$ cat src/rtl/tmr24_pkg.sv
package tmr24_pkg;

    typedef enum logic [2:0] {
        A_CNT_LO = 3'd0,
        A_CNT_HI = 3'd1,
        A_LAT_LO = 3'd2,
        A_LAT_HI = 3'd3,
        A_CMP_LO = 3'd4,
        A_CMP_HI = 3'd5
    } reg_addr_e;

    typedef enum logic [1:0] {
        ST_IDLE  = 2'd0,
        ST_RUN   = 2'd1,
        ST_SPENT = 2'd2
    } tmr_state_e;

    typedef enum logic {
        CS_DONE  = 1'b0,
        CS_ARMED = 1'b1
    } cmp_state_e;

endpackage

$ cat src/rtl/tmr24_regs.sv
module tmr24_regs
    import tmr24_pkg::*;
#(
    parameter int HALF_W = 12,
    localparam int CW = 2 * HALF_W
) (
    input  logic              clk_i,
    input  logic              rst_i,
    input  logic              wr_i,
    input  logic [2:0]        addr_i,
    input  logic [HALF_W-1:0] wdata_i,
    output logic [CW-1:0]     latch_o,
    output logic [CW-1:0]     cmpv_o,
    output logic              load_o,
    output logic [CW-1:0]     load_val_o
);

    logic [HALF_W-1:0] lat_lo_q, lat_hi_q, cmp_lo_q, cmp_hi_q;

    always_ff @(posedge clk_i) begin
        if (rst_i) begin
            lat_lo_q <= '0;
            lat_hi_q <= '0;
            cmp_lo_q <= '0;
            cmp_hi_q <= '0;
        end else if (wr_i) begin
            case (addr_i)
                A_CNT_LO, A_LAT_LO: lat_lo_q <= wdata_i;
                A_CNT_HI, A_LAT_HI: lat_hi_q <= wdata_i;
                A_CMP_LO:           cmp_lo_q <= wdata_i;
                A_CMP_HI:           cmp_hi_q <= wdata_i;
                default:            ;
            endcase
        end
    end

    assign latch_o    = {lat_hi_q, lat_lo_q};
    assign cmpv_o     = {cmp_hi_q, cmp_lo_q};
    assign load_o     = wr_i && (addr_i == A_CNT_HI);
    assign load_val_o = {wdata_i, lat_lo_q};

    AST_LATLO_WRITE: assert property (@(posedge clk_i) disable iff (rst_i)
        (wr_i && addr_i == A_CNT_LO) |=> (lat_lo_q == $past(wdata_i)));
    AST_LATHI_WRITE: assert property (@(posedge clk_i) disable iff (rst_i)
        (wr_i && addr_i == A_LAT_HI) |=> (lat_hi_q == $past(wdata_i)));

endmodule

$ cat src/rtl/tmr24_core.sv
module tmr24_core
    import tmr24_pkg::*;
#(
    parameter int HALF_W = 12,
    localparam int CW = 2 * HALF_W
) (
    input  logic          clk_i,
    input  logic          rst_i,
    input  logic          load_i,
    input  logic [CW-1:0] load_val_i,
    input  logic [CW-1:0] latch_i,
    input  logic          tick_i,
    input  logic          free_run_i,
    output logic [CW-1:0] cnt_o,
    output logic          uf_o
);

    tmr_state_e    state_q, state_d;
    logic [CW-1:0] cnt_q, cnt_d;
    logic          uf_d;

    // state register
    always_ff @(posedge clk_i) begin
        if (rst_i) state_q <= ST_IDLE;
        else       state_q <= state_d;
    end

    // next state, next count and event
    always_comb begin
        state_d = state_q;
        cnt_d   = cnt_q;
        uf_d    = 1'b0;
        if (load_i) begin
            state_d = ST_RUN;
            cnt_d   = load_val_i;
        end else if (tick_i) begin
            unique case (state_q)
                ST_IDLE: ;
                ST_RUN: begin
                    if (cnt_q == '0) begin
                        uf_d = 1'b1;
                        if (free_run_i) begin
                            cnt_d = latch_i;
                        end else begin
                            cnt_d   = '1;
                            state_d = ST_SPENT;
                        end
                    end else begin
                        cnt_d = cnt_q - 1'b1;
                    end
                end
                ST_SPENT: cnt_d = cnt_q - 1'b1;
                default: ;
            endcase
        end
    end

    // output registers
    always_ff @(posedge clk_i) begin
        if (rst_i) begin
            cnt_q <= '0;
            uf_o  <= 1'b0;
        end else begin
            cnt_q <= cnt_d;
            uf_o  <= uf_d;
        end
    end

    assign cnt_o = cnt_q;

    AST_LOAD_ATOMIC: assert property (@(posedge clk_i) disable iff (rst_i)
        load_i |=> (cnt_q == $past(load_val_i)));
    AST_DECREMENT: assert property (@(posedge clk_i) disable iff (rst_i)
        (state_q != ST_IDLE && tick_i && !load_i && cnt_q != '0) |=> (cnt_q == $past(cnt_q) - 1'b1));
    AST_HOLD: assert property (@(posedge clk_i) disable iff (rst_i)
        (!tick_i && !load_i) |=> $stable(cnt_q));
    AST_FREE_RELOAD: assert property (@(posedge clk_i) disable iff (rst_i)
        (uf_o && $past(free_run_i) && !$past(rst_i)) |-> (cnt_q == $past(latch_i)));
    AST_SPENT_QUIET: assert property (@(posedge clk_i) disable iff (rst_i)
        (state_q == ST_SPENT && $past(state_q) == ST_SPENT) |-> !uf_o);

endmodule

$ cat src/rtl/tmr24_cmpdet.sv
module tmr24_cmpdet
    import tmr24_pkg::*;
#(
    parameter int HALF_W = 12,
    localparam int CW = 2 * HALF_W
) (
    input  logic          clk_i,
    input  logic          rst_i,
    input  logic          load_i,
    input  logic [CW-1:0] cnt_i,
    input  logic [CW-1:0] cmpv_i,
    output logic          cmp_o
);

    cmp_state_e cst_q, cst_d;
    logic       fire;

    assign fire = (cst_q == CS_ARMED) && !load_i && (cnt_i > cmpv_i);

    always_comb begin
        cst_d = cst_q;
        unique case (cst_q)
            CS_ARMED: if (fire) cst_d = CS_DONE;
            CS_DONE:  ;
            default:  cst_d = CS_DONE;
        endcase
        if (load_i) cst_d = CS_ARMED;
    end

    always_ff @(posedge clk_i) begin
        if (rst_i) cst_q <= CS_DONE;
        else       cst_q <= cst_d;
    end

    always_ff @(posedge clk_i) begin
        if (rst_i) cmp_o <= 1'b0;
        else       cmp_o <= fire;
    end

    AST_CMP_SINGLE: assert property (@(posedge clk_i) disable iff (rst_i)
        cmp_o |=> !cmp_o);
    AST_CMP_CAUSE: assert property (@(posedge clk_i) disable iff (rst_i)
        cmp_o |-> $past(cnt_i > cmpv_i));

endmodule

$ cat src/rtl/tmr24_cmp.sv
module tmr24_cmp
    import tmr24_pkg::*;
#(
    parameter int HALF_W = 12
) (
    input  logic              clk_i,
    input  logic              rst_i,
    input  logic              wr_i,
    input  logic [2:0]        addr_i,
    input  logic [HALF_W-1:0] wdata_i,
    output logic [HALF_W-1:0] rdata_o,
    input  logic              tick_i,
    input  logic              free_run_i,
    output logic              uf_o,
    output logic              cmp_o
);

    localparam int CW = 2 * HALF_W;

    logic [CW-1:0] latch, cmpv, load_val, cnt;
    logic          load;

    tmr24_regs #(.HALF_W(HALF_W)) regs_i (
        .clk_i      (clk_i),
        .rst_i      (rst_i),
        .wr_i       (wr_i),
        .addr_i     (addr_i),
        .wdata_i    (wdata_i),
        .latch_o    (latch),
        .cmpv_o     (cmpv),
        .load_o     (load),
        .load_val_o (load_val)
    );

    tmr24_core #(.HALF_W(HALF_W)) core_i (
        .clk_i      (clk_i),
        .rst_i      (rst_i),
        .load_i     (load),
        .load_val_i (load_val),
        .latch_i    (latch),
        .tick_i     (tick_i),
        .free_run_i (free_run_i),
        .cnt_o      (cnt),
        .uf_o       (uf_o)
    );

    tmr24_cmpdet #(.HALF_W(HALF_W)) cmpdet_i (
        .clk_i  (clk_i),
        .rst_i  (rst_i),
        .load_i (load),
        .cnt_i  (cnt),
        .cmpv_i (cmpv),
        .cmp_o  (cmp_o)
    );

    always_comb begin
        case (addr_i)
            A_CNT_LO: rdata_o = cnt[HALF_W-1:0];
            A_CNT_HI: rdata_o = cnt[CW-1:HALF_W];
            A_LAT_LO: rdata_o = latch[HALF_W-1:0];
            A_LAT_HI: rdata_o = latch[CW-1:HALF_W];
            A_CMP_LO: rdata_o = cmpv[HALF_W-1:0];
            A_CMP_HI: rdata_o = cmpv[CW-1:HALF_W];
            default:  rdata_o = '0;
        endcase
    end

endmodule

$ cat config.mk
export PLATFORM = sky130hd
export DESIGN_NAME = tmr24_cmp
export DESIGN_NICKNAME = d
export VERILOG_FILES = /design/src/rtl/tmr24_pkg.sv /design/src/rtl/tmr24_regs.sv /design/src/rtl/tmr24_core.sv /design/src/rtl/tmr24_cmpdet.sv /design/src/rtl/tmr24_cmp.sv
export SDC_FILE = /design/constraint.sdc
export NUM_CORES = 1
export LEC_CHECK = 0
export BUFFER_PORTS_ARGS = -buffer_cell sky130_fd_sc_hd__buf_2
export CELL_PAD_IN_SITES_DETAIL_PLACEMENT = 0
export CELL_PAD_IN_SITES_GLOBAL_PLACEMENT = 1
export CORE_ASPECT_RATIO = 0.75
export CORE_MARGIN = 3
export CORE_UTILIZATION = 42
export DETAILED_ROUTE_END_ITERATION = 10
export PLACE_DENSITY_LB_ADDON = 0.1
export SLEW_MARGIN = 10
export SYNTH_ARGS = -nofsm -noshare
export SYNTH_HDL_FRONTEND = slang
export SYNTH_HIERARCHICAL = 1
export SYNTH_SLANG_ARGS = --single-unit
$ cat constraint.sdc
create_clock -name clk_i -period 2.3 [get_ports clk_i]
set_input_delay 0.345 -clock clk_i [delete_from_list [all_inputs] [get_ports clk_i]]
set_output_delay 0.345 -clock clk_i [all_outputs]
set_load 0.01 [all_outputs]
==> impl_metrics.py <==
metrics = {
    "run_status": {
        "status": "finished, final reports clean",
    },
    "final_layout": {
        "nets": 719,
        "diodes": 0,
        "seqCellArea_sq_um": 1546,
        "final_util": 0.5064,
        "layout-drive-gt1-share": 0.2050,
        "fill_cells": 1193,
        "syn_to_final_growth_pct": 16.90,
        "multi_input_area_sq_um": 3362,
    },
    "sta": {
        "hold_violations": 0,
        "rsz0062_at_grt": "true",
        "slew-limit-headroom": 0.3665,
        "fin_skew_ns": 0.006231,
        "slew_viol_final": 0,
        "tightestPinTransition_ns": 0.9501,
        "fin_ws_ns": 0.004455,
        "setup_viol": 0,
        "min_period_over_period": 0.9981,
        "holdWs_ns": 0.2871,
        "min_period_ns": 2.296,
        "fmax_mhz": 435.6,
    },
    "clocking": {
        "hold_buffers": 0,
        "cts_buffers": 9,
        "clockRootBuffer": "clkbuf_16",
        "cts_tree": "built",
        "cts.clk_slew.worst_paths_ns": 0.06,
        "worstSkewPairLatency_ns": 0.34,
        "cts_buffer_depth": 2,
        "cts_htree_levels": 3,
        "cts_sinks": 77,
    },
    "setup_path": {
        "worstPathMaxFanout": 2,
        "path_class": "reg -> reg",
        "worst_ep_required_time_ns": 2.52,
        "setup.worst_path.start_class": "flop",
        "crit_path_end_kind": "flop",
        "cp.arrival_ns": 2.52,
    },
    "global_routing": {
        "antenna_found_initial": 0,
        "grt_pass1_vias": 4693,
        "grt-ovfl-total": 0,
        "grt_pass1_wl_microns": 26120,
        "grt_use_total": 0.2370,
        "grt_max_degree": 35,
    },
    "synthesis": {
        "synth_xor_area_frac": 0.02773,
        "synthesis.area_sq_um": 5369,
        "yosys_register_bits": 77,
        "async_flop_share": 0,
        "synth.most_common_cell": "dfxtp_1",
        "synthTopCellsByArea": "dfxtp_1 29%, mux2i_1 14%, nand2b_1 7.2%",
        "synth_top_area_cell": "dfxtp_1",
        "synth.net_count": 674,
        "ys_warn_count": 6,
        "syn_area_per_cell_sq_um": 8.549,
        "synth_edf_count": 0,
        "muxShareOfSynthArea": 0.1468,
        "yosys.area_share.simple": 0.2195,
        "synth_fa_ha_area_frac": 0.06059,
        "ys.flop_type": "dfxtp_1",
        "netlist_instances": 628,
        "synth-compound-area-share": 0.1578,
        "yosysUniqueCellTypes": 57,
        "synth_common_cells": "77 x dfxtp_1, 75 x mux2i_1, 62 x nand2b_1",
        "synth_top_area_frac": 0.2871,
        "ys_seq_area_frac": 0.2871,
        "synth_top_family_by_area": "simple AND/OR/NAND/NOR gates",
    },
    "power": {
        "leakage_nw": 2.746,
        "p_per_area_nw_per_um2": 663.1,
        "total_power_w": 0.004161,
        "ir_drop_mv": 0.3576,
    },
    "placement": {
        "hpwl_microns": 12350,
        "post-place-ws_ns": -0.06434,
        "gp_congestion": 0.8618,
        "io_buffers": 33,
    },
    "floorplan": {
        "io_pins": 34,
        "core-area_sq_um": 12390,
        "num_rows": 35,
        "die-width_microns": 136.6,
        "die_h_microns": 103.9,
        "dieArea_sq_um": 14190,
        "start_util": 0.4332,
    },
    "drt": {
        "firstDrtPassIters": 4,
        "avgRoutedWirePerCell_microns": 19.47,
        "drt-initial-drc-count": 264,
        "viasPerCell": 5.629,
        "drc": 0,
        "ant_nets": 0,
        "postRouteWirelength_microns": 16430,
        "vias": 4751,
    },
    "hold_path": {
        "hp-class": "in -> reg",
    },
    "run": {
        "cap_violations": 0,
    },
}
-- worst max-delay path, stage by stage, from the launching register on --
cell	delay, ns
dfxtp_2	0.32
inv_2	0.07
ha_4	0.12
nor4b_4	0.19
buf_4	0.16
inv_1	0.05
or4_4	0.53
or4b_4	0.53
o211ai_2	0.15
a31oi_1	0.06
-- final cells by class --
class	instances	share of cell area
inverter	46	0.02751
timing repair buffer	95	0.1077
sequential	77	0.2464
multi-input combinational	444	0.5357
clock buffer	12	0.04246
clock inverter	4	0.007177
tap	166	0.03309
-- cells in the final DEF, fill, tap and decap left out, types with 22 or more instances in the layout --
master    instances
mux2i_1          75
buf_2            33
nand2b_1         62
nor2_1           22
dfxtp_1          73
ha_1             25
buf_4            58
inv_1            44
a21oi_1          36
nand2_1          33
-- cells by family after synthesis --
kind of cell,Yosys count
AO/OA/AOI/OAI,125
adder cells (fa/ha/maj),26
multiplexers,78
AND/OR/NAND/NOR,198
XOR/XNOR,17
flip-flops,77
buffers and inverters,107
-- registers in the layout, summed over array words and instances, names as in the netlist --
signal           flops
core_i/state_q       2
core_i/uf_o          1
regs_i/lat_hi_q     12
core_i/cnt_o        24
cmpdet_i/cmp_o       1
regs_i/cmp_lo_q     12
cmpdet_i/cst_q       1
regs_i/lat_lo_q     12
regs_i/cmp_hi_q     12
-- path summary, 6_finish.rpt --
path / start / to / slack [ns] / depth (start not counted)
max: core_i/cnt_o[0] / core_i/cnt_o[20] / 0.004 / 9
min: wdata_i[2] / core_i/cnt_o[14] / 0.29 / 3
max reg2reg: core_i/cnt_o[0] / core_i/cnt_o[20] / 0.004 / 9
min reg2reg: core_i/state_q[1] / core_i/state_q[1] / 0.48 / 2
-- power by group --
part | leakage, nW | total, W | switching (W) | internal (W)
registers | 0.627 | 0.00143 | 0.0000496 | 0.00138
clock network | 0.158 | 0.00151 | 0.000589 | 0.000925
logic | 1.96 | 0.00121 | 0.000661 | 0.000554
-- metrics by stage --
stage | setup TNS (ns) | std cells | cell area [sq um]
floorplan | 0 | 628 | 5378
global placement | -0.03256 | 824 | 5843
detailed placement | -0.06434 | 824 | 5843
CTS | 0 | 841 | 6190
global route | -0.3727 | 844 | 6276
finish | 0 | 844 | 6276
-- routing by layer --
metal  GRT usage  share of wire  vias to the layer above
met5           0              0                        -
met4     0.06475          0.018                        0
met3     0.03772          0.039                       21
met2      0.3724           0.45                      101
met1      0.3362           0.49                     2300
li1            -              -                     2329
-- what timing repair did --
action                     CTS  global route
pin swaps                    1             2
setup buffers                1             2
cloned                       0             1
setup endpoints to repair    1            16
resized for setup            4            15
Note: power is estimated with default switching activity, not from simulation.
